===== config.mk =====
export PLATFORM = sky130hd
export DESIGN_NAME = freq_switch_seq
export DESIGN_NICKNAME = d
export VERILOG_FILES = /design/src/rtl/fsw_pkg.sv /design/src/rtl/fsw_ctrl.sv /design/src/rtl/fsw_datapath.sv /design/src/rtl/freq_switch_seq.sv
export SDC_FILE = /design/constraint.sdc
export NUM_CORES = 1
export LEC_CHECK = 0
export BUFFER_PORTS_ARGS = -buffer_cell sky130_fd_sc_hd__buf_2
export CAP_MARGIN = 20
export CORE_MARGIN = 4
export CORE_UTILIZATION = 38
export CTS_CLUSTER_SIZE = 20
export DETAILED_ROUTE_END_ITERATION = 7
export PLACE_DENSITY = 0.62
export SYNTH_ARGS = -nofsm -noshare
export SYNTH_HDL_FRONTEND = slang
export SYNTH_SLANG_ARGS = --single-unit

===== constraint.sdc =====
create_clock -name clk -period 3 [get_ports clk]
set_input_delay 0.6 -clock clk [delete_from_list [all_inputs] [get_ports clk]]
set_output_delay 0.6 -clock clk [all_outputs]
set_load 0.02 [all_outputs]

===== src/rtl/fsw_pkg.sv =====
package fsw_pkg;
  localparam int DATA_W = 32;
  localparam int ADDR_W = 3;
  localparam logic [ADDR_W-1:0] A_CTRL  = 3'd0;
  localparam logic [ADDR_W-1:0] A_MASK  = 3'd1;
  localparam logic [ADDR_W-1:0] A_REFR  = 3'd2;
  localparam logic [ADDR_W-1:0] A_LIMIT = 3'd3;
  localparam logic [ADDR_W-1:0] A_STAT  = 3'd4;
  localparam int B_START = 0;
  localparam int B_MODE  = 1;
  localparam int B_BYP   = 4;
  localparam int B_HOLD  = 13;
  localparam int B_BUF   = 15;
  localparam int REFI_LSB = 16;

  typedef enum logic [3:0] {
    S_IDLE, S_WAITRDY, S_HOLD, S_REQ, S_WAITACK,
    S_COMMIT, S_ABORT, S_RELEASE, S_DONE
  } seq_state_t;

  typedef struct packed {
    logic busy;
    logic commit;
    logic setErr;
    logic clrStart;
  } seq_strb_t;
endpackage


===== src/rtl/fsw_ctrl.sv =====
module fsw_ctrl #(
  parameter int TMO_W = 16
) (
  input  logic                clk,
  input  logic                rstN,
  input  logic                startBit,
  input  logic                holdEn,
  input  logic                allReady,
  input  logic                clkSwAck,
  input  logic [TMO_W-1:0]    limit,
  output logic                clkSwReq,
  output logic                padHold,
  output fsw_pkg::seq_strb_t  strb
);
  import fsw_pkg::*;

  seq_state_t state, nxt;
  logic [TMO_W-1:0] waitCnt;
  logic timeUp;

  assign timeUp = ({1'b0, waitCnt} + 1'b1) >= {1'b0, limit};

  always_comb begin
    nxt = state;
    case (state)
      S_IDLE:    if (startBit) nxt = S_WAITRDY;
      S_WAITRDY: if (allReady) nxt = S_HOLD;
      S_HOLD:    nxt = S_REQ;
      S_REQ:     nxt = S_WAITACK;
      S_WAITACK: begin
        if (clkSwAck)    nxt = S_COMMIT;
        else if (timeUp) nxt = S_ABORT;
      end
      S_COMMIT:  nxt = S_RELEASE;
      S_ABORT:   nxt = S_RELEASE;
      S_RELEASE: nxt = S_DONE;
      S_DONE:    nxt = S_IDLE;
      default:   nxt = S_IDLE;
    endcase
  end

  always_ff @(posedge clk) begin
    if (!rstN) begin
      state   <= S_IDLE;
      waitCnt <= '0;
    end else begin
      state <= nxt;
      if (state == S_REQ)
        waitCnt <= '0;
      else if (state == S_WAITACK && !timeUp)
        waitCnt <= waitCnt + 1'b1;
    end
  end

  assign clkSwReq = (state == S_REQ) || (state == S_WAITACK);
  assign padHold  = holdEn && (state == S_HOLD || state == S_REQ ||
                    state == S_WAITACK || state == S_COMMIT || state == S_ABORT);

  assign strb.busy     = (state != S_IDLE) || startBit;
  assign strb.commit   = (state == S_COMMIT);
  assign strb.setErr   = (state == S_ABORT);
  assign strb.clrStart = (state == S_DONE);
endmodule


===== src/rtl/fsw_datapath.sv =====
module fsw_datapath #(
  parameter int NUM_MASTERS = 8,
  parameter int TMO_W       = 16,
  parameter int TMO_RESET   = 1000
) (
  input  logic                          clk,
  input  logic                          rstN,
  input  logic                          wrEn,
  input  logic [fsw_pkg::ADDR_W-1:0]    wrAddr,
  input  logic [fsw_pkg::DATA_W-1:0]    wrData,
  input  logic [fsw_pkg::ADDR_W-1:0]    rdAddr,
  output logic [fsw_pkg::DATA_W-1:0]    rdData,
  input  logic [NUM_MASTERS-1:0]        mastReady,
  input  fsw_pkg::seq_strb_t            strb,
  output logic                          startBit,
  output logic                          holdEn,
  output logic                          bufEn,
  output logic                          allReady,
  output logic                          errFlag,
  output logic [TMO_W-1:0]              limit,
  output logic [1:0]                    clkCfg,
  output logic [fsw_pkg::DATA_W-1:0]    liveRef
);
  import fsw_pkg::*;

  logic modeBit, bypBit;
  logic [NUM_MASTERS-1:0] maskReg, readyVec;
  logic [DATA_W-1:0] shadowRef;

  genvar gi;
  generate
    for (gi = 0; gi < NUM_MASTERS; gi++) begin : g_rdy
      assign readyVec[gi] = mastReady[gi] | maskReg[gi];
    end
  endgenerate
  assign allReady = &readyVec;

  logic wrCtrl, wrMask, wrRef, wrLim, wrStat;
  assign wrCtrl = wrEn && (wrAddr == A_CTRL) && !strb.busy;
  assign wrMask = wrEn && (wrAddr == A_MASK);
  assign wrRef  = wrEn && (wrAddr == A_REFR);
  assign wrLim  = wrEn && (wrAddr == A_LIMIT);
  assign wrStat = wrEn && (wrAddr == A_STAT);

  always_ff @(posedge clk) begin
    if (!rstN) begin
      startBit <= 1'b0;
      modeBit  <= 1'b0;
      bypBit   <= 1'b0;
      holdEn   <= 1'b0;
      bufEn    <= 1'b0;
    end else if (wrCtrl) begin
      startBit <= wrData[B_START];
      modeBit  <= wrData[B_MODE];
      bypBit   <= wrData[B_BYP];
      holdEn   <= wrData[B_HOLD];
      bufEn    <= wrData[B_BUF];
    end else if (strb.clrStart) begin
      startBit <= 1'b0;
    end
  end

  always_ff @(posedge clk) begin
    if (!rstN) begin
      maskReg   <= '0;
      limit     <= TMO_W'(TMO_RESET);
      shadowRef <= '0;
      liveRef   <= '0;
      errFlag   <= 1'b0;
    end else begin
      if (wrMask) maskReg <= wrData[NUM_MASTERS-1:0];
      if (wrLim)  limit   <= wrData[TMO_W-1:0];
      if (wrRef)  shadowRef <= wrData;
      if (wrRef && !bufEn)  liveRef <= wrData;
      else if (strb.commit) liveRef <= shadowRef;
      if (strb.setErr)             errFlag <= 1'b1;
      else if (wrStat && wrData[0]) errFlag <= 1'b0;
    end
  end

  assign clkCfg = {bypBit, modeBit};

  always_comb begin
    rdData = '0;
    case (rdAddr)
      A_CTRL: begin
        rdData[B_START] = startBit;
        rdData[B_MODE]  = modeBit;
        rdData[B_BYP]   = bypBit;
        rdData[B_HOLD]  = holdEn;
        rdData[B_BUF]   = bufEn;
      end
      A_MASK:  rdData[NUM_MASTERS-1:0] = maskReg;
      A_REFR:  rdData = shadowRef;
      A_LIMIT: rdData[TMO_W-1:0] = limit;
      A_STAT:  rdData[0] = errFlag;
      default: rdData = '0;
    endcase
  end
endmodule


===== src/rtl/freq_switch_seq.sv =====
module freq_switch_seq #(
  parameter int NUM_MASTERS = 8,
  parameter int TMO_W       = 16,
  parameter int TMO_RESET   = 1000,
  parameter int RFC_W       = 10
) (
  input  logic                      clk,
  input  logic                      rstN,
  input  logic                      wrEn,
  input  logic [2:0]                wrAddr,
  input  logic [31:0]               wrData,
  input  logic [2:0]                rdAddr,
  output logic [31:0]               rdData,
  input  logic [NUM_MASTERS-1:0]    mastReady,
  output logic                      clkSwReq,
  input  logic                      clkSwAck,
  output logic [1:0]                clkCfg,
  output logic                      padHold,
  output logic [15:0]               refiOut,
  output logic [RFC_W-1:0]          rfcOut
);
  import fsw_pkg::*;

  seq_strb_t strb;
  logic startBit, holdEn, bufEn, allReady, errFlag;
  logic [TMO_W-1:0] limit;
  logic [DATA_W-1:0] liveRef;

  fsw_datapath #(.NUM_MASTERS(NUM_MASTERS), .TMO_W(TMO_W), .TMO_RESET(TMO_RESET)) u_dp (
    .clk(clk), .rstN(rstN), .wrEn(wrEn), .wrAddr(wrAddr), .wrData(wrData),
    .rdAddr(rdAddr), .rdData(rdData), .mastReady(mastReady), .strb(strb),
    .startBit(startBit), .holdEn(holdEn), .bufEn(bufEn), .allReady(allReady),
    .errFlag(errFlag), .limit(limit), .clkCfg(clkCfg), .liveRef(liveRef)
  );

  fsw_ctrl #(.TMO_W(TMO_W)) u_ctrl (
    .clk(clk), .rstN(rstN), .startBit(startBit), .holdEn(holdEn),
    .allReady(allReady), .clkSwAck(clkSwAck), .limit(limit),
    .clkSwReq(clkSwReq), .padHold(padHold), .strb(strb)
  );

  assign refiOut = liveRef[REFI_LSB +: 16];
  assign rfcOut  = liveRef[RFC_W-1:0];
endmodule


==> results_dict.tcl, run 1 <==
set metrics [dict create \
    yosysSeqAreaShare 0.402 \
    clock_sinks 108 \
    synth_edf_count 0 \
    critPathTopFamily "simple AND/OR/NAND/NOR gates" \
    cp.required_ns 3.29 \
    synth_flop_cell "dfxtp_1" \
    drive_gt1_frac 0.270 \
    clkLatencyLatePin_ns 0.35 \
    max_stage_delay_ns 0.35 \
    die_w_um 127 \
    slew_viol_final 0 \
    status "complete, but fails checks" \
    cts_tree "yes" \
    syn2layout_area_growth_pct 27.5 \
    rows 43 \
    synth_seq_cells 108 \
    core_area_mm2 0.0139 \
    dieArea_mm2 0.0161 \
    antenna_left 0 \
    skew_ns 0.00822 \
    grt.overflow.total 0 \
    p_leak_nw 2.78 \
    gp_congestion 0.920 \
    ios 112 \
    syn_inst 673 \
    startpoint_type "flop" \
    fmax_mhz 313 \
    crit_chain "ha_4, nand3_2, or2_4, or2_4, or2_4, xnor2_2, ha_1, nand4_1, nor4_4, nor3_4, o311ai_4, buf_6, or3_4, a21oi_2" \
    clk_pin_slew_ns 0.08 \
    finalSetupTns_ns -2.75 \
    critPathKind "reg -> reg" \
    path_buf_inv 1 \
    setup_viol 17 \
    fin_ws_ns -0.197 \
    crit_arrival_ns 3.49 \
    grt_pass1_vias 5246 \
    antenna_found_initial 0 \
    critPathCaptureType "flop" \
    hold_viol 0 \
    cap_violations 0 \
    p_per_area_mw_per_mm2 453 \
    grt_setup_unrepaired "yes" \
    period_minus_slack_ns 3.20 \
    path_max_fanout 7 \
    syn_area_mm2 0.00538 \
    drc_errors 0 \
    postCtsHoldBufs 0 \
    numPortBuffers 111 \
    root_buffer "clkbuf_16" \
    syn_nets 740 \
    post_drt_wl_per_cell_um 16.5 \
    viasPerCell 5.39 \
    grt_pass1_wl_um 26700 \
    initial_core_util 0.388 \
    fin_util 0.495 \
    violations "negative setup slack" \
    syn_area_per_cell_um2 8.00 \
    tightestPinTransition_ns 1.02 \
    clockBufferDepth 2 \
    diodes 0 \
    worstHoldPathType "reg -> reg" \
    crit_path_frequent_cell "or2_4" \
    synth_cell_types 49 \
    hpwlAfterDp_um 11500 \
    grt_start_max_net_pins 53 \
    async_reset_ff_frac 0 \
    drtIter0Drc 440 \
    relSlewSlack 0.317 \
    crit_slowest_cell "dfxtp_2" \
    wl_um 16300 \
    fin_crit_sh 1.07 \
    vias 5322 \
    ir_drop_mv 0.273 \
    place_ws_ns -0.200 \
    cts-buffers-inserted 9 \
    final_nets 870 \
    layout.cells.non_filler 988 \
    grt_usage 0.203 \
    whs_ns 0.459 \
    die_h_um 127 \
    placed_cells 953 \
    synth_warnings 0 \
    first_pass_iters 5 \
    htree_levels 3 \
]
## repair_timing
action,in CTS,in global routing
cloned,2,0
endpoints found under the setup margin,17,17
pin swaps,28,6
resized for setup,17,15
setup buffers,15,2
## per-stage QoR
| stage | total power [mW] | instance area (um2) |
|---|---|---|
| floorplan | 1.74 | 5410 |
| global placement | 1.86 | 6280 |
| detailed placement | 1.87 | 6280 |
| CTS | 3.13 | 6800 |
| global route | 3.24 | 6860 |
| finish | 3.11 | 6860 |
## placed cells by master (no fill, tap or decap), types with 5 or more instances in the layout
master | synthesis | routed
nand2_1 | 130 | 129
buf_2 | 6 | 112
dfxtp_1 | 108 | 105
a21oi_1 | 77 | 73
nor2_1 | 58 | 57
buf_4 | 2 | 47
mux2i_1 | 34 | 34
a211oi_1 | 27 | 27
inv_1 | 21 | 20
and2_1 | 17 | 17
ha_1 | 17 | 16
o21ai_0 | 20 | 15
xnor2_1 | 13 | 12
or3_1 | 14 | 12
nand4_1 | 11 | 11
nand3_1 | 11 | 10
clkbuf_16 | 0 | 9
a22oi_1 | 6 | 6
o211ai_1 | 6 | 6
nand2b_1 | 6 | 5
nor2b_1 | 5 | 5
mux2_2 | 5 | 5
## layer usage
| layer | part of all wire | vias to the layer above | track usage |
|---|---|---|---|
| met5 | 0 | - | 0 |
| met4 | 0.022 | 0 | 0.0707 |
| met3 | 0.054 | 33 | 0.0355 |
| met2 | 0.46 | 165 | 0.326 |
| met1 | 0.46 | 2532 | 0.276 |
| li1 | - | 2592 | - |
## tightest hold or removal path, stage by stage, from the launching register on
cell and delay [ns]:
dfxtp_1 0.31, nand2_1 0.05, a21oi_1 0.05
## final cells by class
type / instances / area [um2]
inverters: 21 / 78.8
clock inverters: 6 / 81.3
well taps: 180 / 225
fillers: 1321 / 7020
repair buffers: 164 / 978
multi-input cells: 499 / 3100
clock buffers: 10 / 239
flip-flops and latches: 108 / 2170
## flip-flops by register name, summed over array words and instances (netlist names)
signal,count
u_ctrl.waitCnt,16
u_ctrl.state,4
u_dp.startBit,1
u_dp.shadowRef,32
u_dp.limit,16
u_dp.holdEn,1
u_dp.errFlag,1
u_dp.maskReg,8
u_dp.modeBit,1
u_dp.bufEn,1
u_dp.liveRef,26
u_dp.bypBit,1
## worst paths after layout
kind	startpoint	endpoint	slack, ns	cells after the start
setup / recovery	u_ctrl.waitCnt[0]	u_ctrl.waitCnt[6]	-0.20	14
hold reg to reg	u_dp.shadowRef[15]	u_dp.shadowRef[15]	0.46	2
hold / removal	u_dp.shadowRef[15]	u_dp.shadowRef[15]	0.46	2
setup reg to reg	u_ctrl.waitCnt[0]	u_ctrl.waitCnt[6]	-0.20	14
## kinds of logic after synthesis
kind of cell	after synthesis	synth area share
multiplexers	42	0.0862
AO/OA/AOI/OAI	151	0.167
buffers and inverters	66	0.0488
adder cells (fa/ha/maj)	17	0.0395
flip-flops	108	0.402
AND/OR/NAND/NOR	273	0.231
XOR/XNOR	16	0.0260
## where the power goes
group	switching (mW)	internal (mW)	total (mW)	leakage, nW
registers	0.0453	1.47	1.52	0.876
logic	0.200	0.125	0.325	1.75
clock network	0.580	0.687	1.27	0.150
total	0.825	2.29	3.11	2.78
## Yosys cell counts, types with 13 or more instances
| cell | n | share of area |
|---|---|---|
| nor2_1 | 58 | 0.040 |
| and2_1 | 17 | 0.020 |
| a21oi_1 | 77 | 0.072 |
| o21ai_0 | 20 | 0.019 |
| xnor2_1 | 13 | 0.021 |
| inv_1 | 21 | 0.015 |
| mux2i_1 | 34 | 0.063 |
| clkbuf_1 | 37 | 0.026 |
| or3_1 | 14 | 0.016 |
| a211oi_1 | 27 | 0.038 |
| nand2_1 | 130 | 0.091 |
| dfxtp_1 | 108 | 0.40 |
| ha_1 | 17 | 0.040 |
Note: power is estimated with default switching activity, not from simulation.
==> inputs of run 2 (changes only) <==
- ABC_AREA: unset -> 1
- CORE_ASPECT_RATIO: unset -> 1.25
==> run 2 against run 1 <==
The run now ends clean. Hold slack improved by 0.0054 ns. Global-route usage decreased by 1.6 points. Flip-flop and latch count unchanged. Sequential share of layout area increased by 1.8 points. Clock-buffer cell count decreased by 1. Final cell count increased by 4.5%. Critical path depth increased by 4. Non-clock buffer count decreased by 35. Clock skew about the same. Combinational power increased by 4%. Worst setup slack improved by 0.35 ns. Critical endpoint is now u_ctrl.waitCnt[8]. Highest routed layer unchanged.
==> results_dict.tcl, run 2 <==
set metrics [dict create \
    finalSetupTns_ns 0 \
    numPortBuffers 111 \
    layout_common_cells "111 x buf_2, 105 x nand2_1, 102 x dfxtp_1" \
    synthTopCellsByCount "109 x nand2_1, 108 x dfxtp_1, 99 x nor2_1" \
    cts-buffers-inserted 9 \
    placed_cells 1007 \
    cts_tree "yes" \
    fmax_mhz 352 \
    syn_nets 815 \
    antenna_found_initial 0 \
    fillers 1383 \
    clockBufferDepth 2 \
    clock_sinks 108 \
    path_max_fanout 5 \
    rows 47 \
    antenna_left 0 \
    grt_pass1_wl_um 24200 \
    synth_flop_cell "dfxtp_1" \
    wl_um 15400 \
    relSlewSlack 0.569 \
    syn_inst 748 \
    critPathKind "reg -> reg" \
    cap_violations 0 \
    root_buffer "clkbuf_16" \
    p_per_area_mw_per_mm2 465 \
    reg2reg_from "u_ctrl.waitCnt[1]" \
    hold_depth 2 \
    p_leak_nw 2.93 \
    async_reset_ff_frac 0 \
    cp.depth 18 \
    diodes 0 \
    first_pass_iters 5 \
    crit_arrival_ns 3.10 \
    yosysMostFrequentCell "nand2_1" \
    synth_cell_types 40 \
    critPathLaunch "u_ctrl.waitCnt[1]" \
    drtIter0Drc 401 \
    period_minus_slack_ns 2.84 \
    synth_warnings 0 \
    cp.required_ns 3.25 \
    slew_viol_final 0 \
    clk_pin_slew_ns 0.08 \
    skew_ns 0.00807 \
    hold_viol 0 \
    worstHoldPathType "reg -> reg" \
    gp_congestion 0.857 \
    drive_gt1_frac 0.225 \
    die_w_um 114 \
    power_mw 3.03 \
    drc_errors 0 \
    worstRegToRegCells 18 \
    synth.area.top_cells "dfxtp_1 41%, o21ai_0 8.7%, nand2_1 7.7%" \
    grt.overflow.total 0 \
    critPathTopFamily "simple AND/OR/NAND/NOR gates" \
    critPathCaptureType "flop" \
    largest-register "u_dp.shadowRef" \
    fin_util 0.484 \
    clkLatencyLatePin_ns 0.35 \
    grt_pass1_vias 4901 \
    status "finished clean" \
    die_h_um 140 \
    post_drt_wl_per_cell_um 14.9 \
    crit_slowest_cell "dfxtp_2" \
    syn_area_mm2 0.00529 \
    grt_usage 0.187 \
    syn2layout_area_growth_pct 23.3 \
    grt_start_max_net_pins 55 \
    final_nets 923 \
    setup_viol 0 \
    startpoint_type "flop" \
    hp-start "u_dp.liveRef[24]" \
    max_stage_delay_ns 0.38 \
    vias 5284 \
    initial_core_util 0.393 \
    hpwlAfterDp_um 11000 \
    largest_reg_flops 32 \
    biggestRegsByFlops "u_dp.shadowRef x32, u_dp.liveRef x26" \
    layout.cells.non_filler 1032 \
    synth_seq_cells 108 \
    synth_top_area_cell "dfxtp_1" \
    ir_drop_mv 0.257 \
    crit_path_frequent_cell "nor2_1" \
    yosysSeqAreaShare 0.409 \
    crit_chain "ha_4, nand2_2, nor2_4, nand4_1, nor2_1, xor2_1, ha_1, nand2_2, nor2_1, nand2_1, nor2_1, nor2_1, nor2_2, nor2_4, buf_12, nand3_4, o21ai_4, nor2_1" \
    viasPerCell 5.12 \
    tightestPinTransition_ns 0.646 \
    dieArea_mm2 0.0159 \
    synth_edf_count 0 \
    fin_ws_ns 0.157 \
    fin_crit_sh 0.948 \
    core_area_mm2 0.0135 \
    postCtsHoldBufs 0 \
    synth_largest_type_area_fraction 0.409 \
    place_ws_ns -0.0428 \
    ios 112 \
    final_common_cell "buf_2" \
    htree_levels 3 \
    path_buf_inv 1 \
    syn_area_per_cell_um2 7.07 \
]
## run 2: changes by cell type after synthesis, moves of 10 or more
cell / previous run / this run
xnor2_1: 13 / 3
or3_1: 14 / 0
nor2_1: 58 / 99
inv_1: 21 / 86
and2_1: 17 / 0
o21ai_0: 20 / 92
mux2i_1: 34 / 0
clkbuf_1: 37 / 23
nand3_1: 11 / 21
a211oi_1: 27 / 0
nand2_1: 130 / 109
o21ai_1: 0 / 21
## run 2: layout make-up
| type | count | area (um2) | area share |
|---|---|---|---|
| timing repair buffer | 129 | 703 | 0.108 |
| clock inverter | 7 | 75.1 | 0.0115 |
| tap | 171 | 214 | 0.0328 |
| timing repair inverter | 1 | 6.26 | 0.000960 |
| clock buffer | 9 | 225 | 0.0345 |
| inverter | 93 | 357 | 0.0547 |
| multi-input combinational | 514 | 2770 | 0.424 |
| sequential | 108 | 2170 | 0.333 |
## run 2: cells by family (layout without fill, tap and decap cells)
kind of cell / count (synthesis) / in the layout / synth area share
flops: 108 / 108 / 0.409
simple gates: 259 / 262 / 0.210
buf+inv: 129 / 239 / 0.0973
compound gates: 224 / 224 / 0.226
fa+ha+maj: 17 / 17 / 0.0402
xor+xnor: 11 / 11 / 0.0182
## run 2: worst min-delay path: stages, from the launching register on
cell     delay [ns]
dfxtp_1        0.31
nand2_1        0.06
a21oi_1        0.05
## run 2: path summary, 6_finish.rpt
| path | endpoint | slack, ns |
|---|---|---|
| worst max-delay path | u_ctrl.waitCnt[8] | 0.16 |
| worst min-delay path | u_dp.liveRef[24] | 0.46 |
| worst max register to register | u_ctrl.waitCnt[8] | 0.16 |
| worst min register to register | u_dp.liveRef[24] | 0.46 |
## run 2: timing repair
action	CTS	global route
gates resized for setup	2	43
cloned	0	4
pin swaps	0	11
setup buffers	0	5
endpoints found under the setup margin	12	17
## run 2: routing by layer
metal | part of all wire | routed length [um] | global-route usage
met5 | 0 | 0 | 0
met2 | 0.48 | 7420 | 0.312
met1 | 0.43 | 6640 | 0.242
met3 | 0.064 | 980 | 0.0308
met4 | 0.025 | 379 | 0.0665
## run 2: metrics by stage
step	cell area [um2]	hold slack, ns
after floorplan	5290	0.440
after global placement	5990	0.450
after detailed placement	5990	0.452
after CTS	6290	0.464
after global routing	6520	0.491
final	6520	0.465
## run 2: power by group
group	total (mW)	internal (mW)	switching [mW]	leakage (nW)
Combinational	0.337	0.118	0.219	1.91
Sequential	1.51	1.48	0.0283	0.880
Clock	1.19	0.586	0.600	0.142
Total	3.03	2.18	0.847	2.93
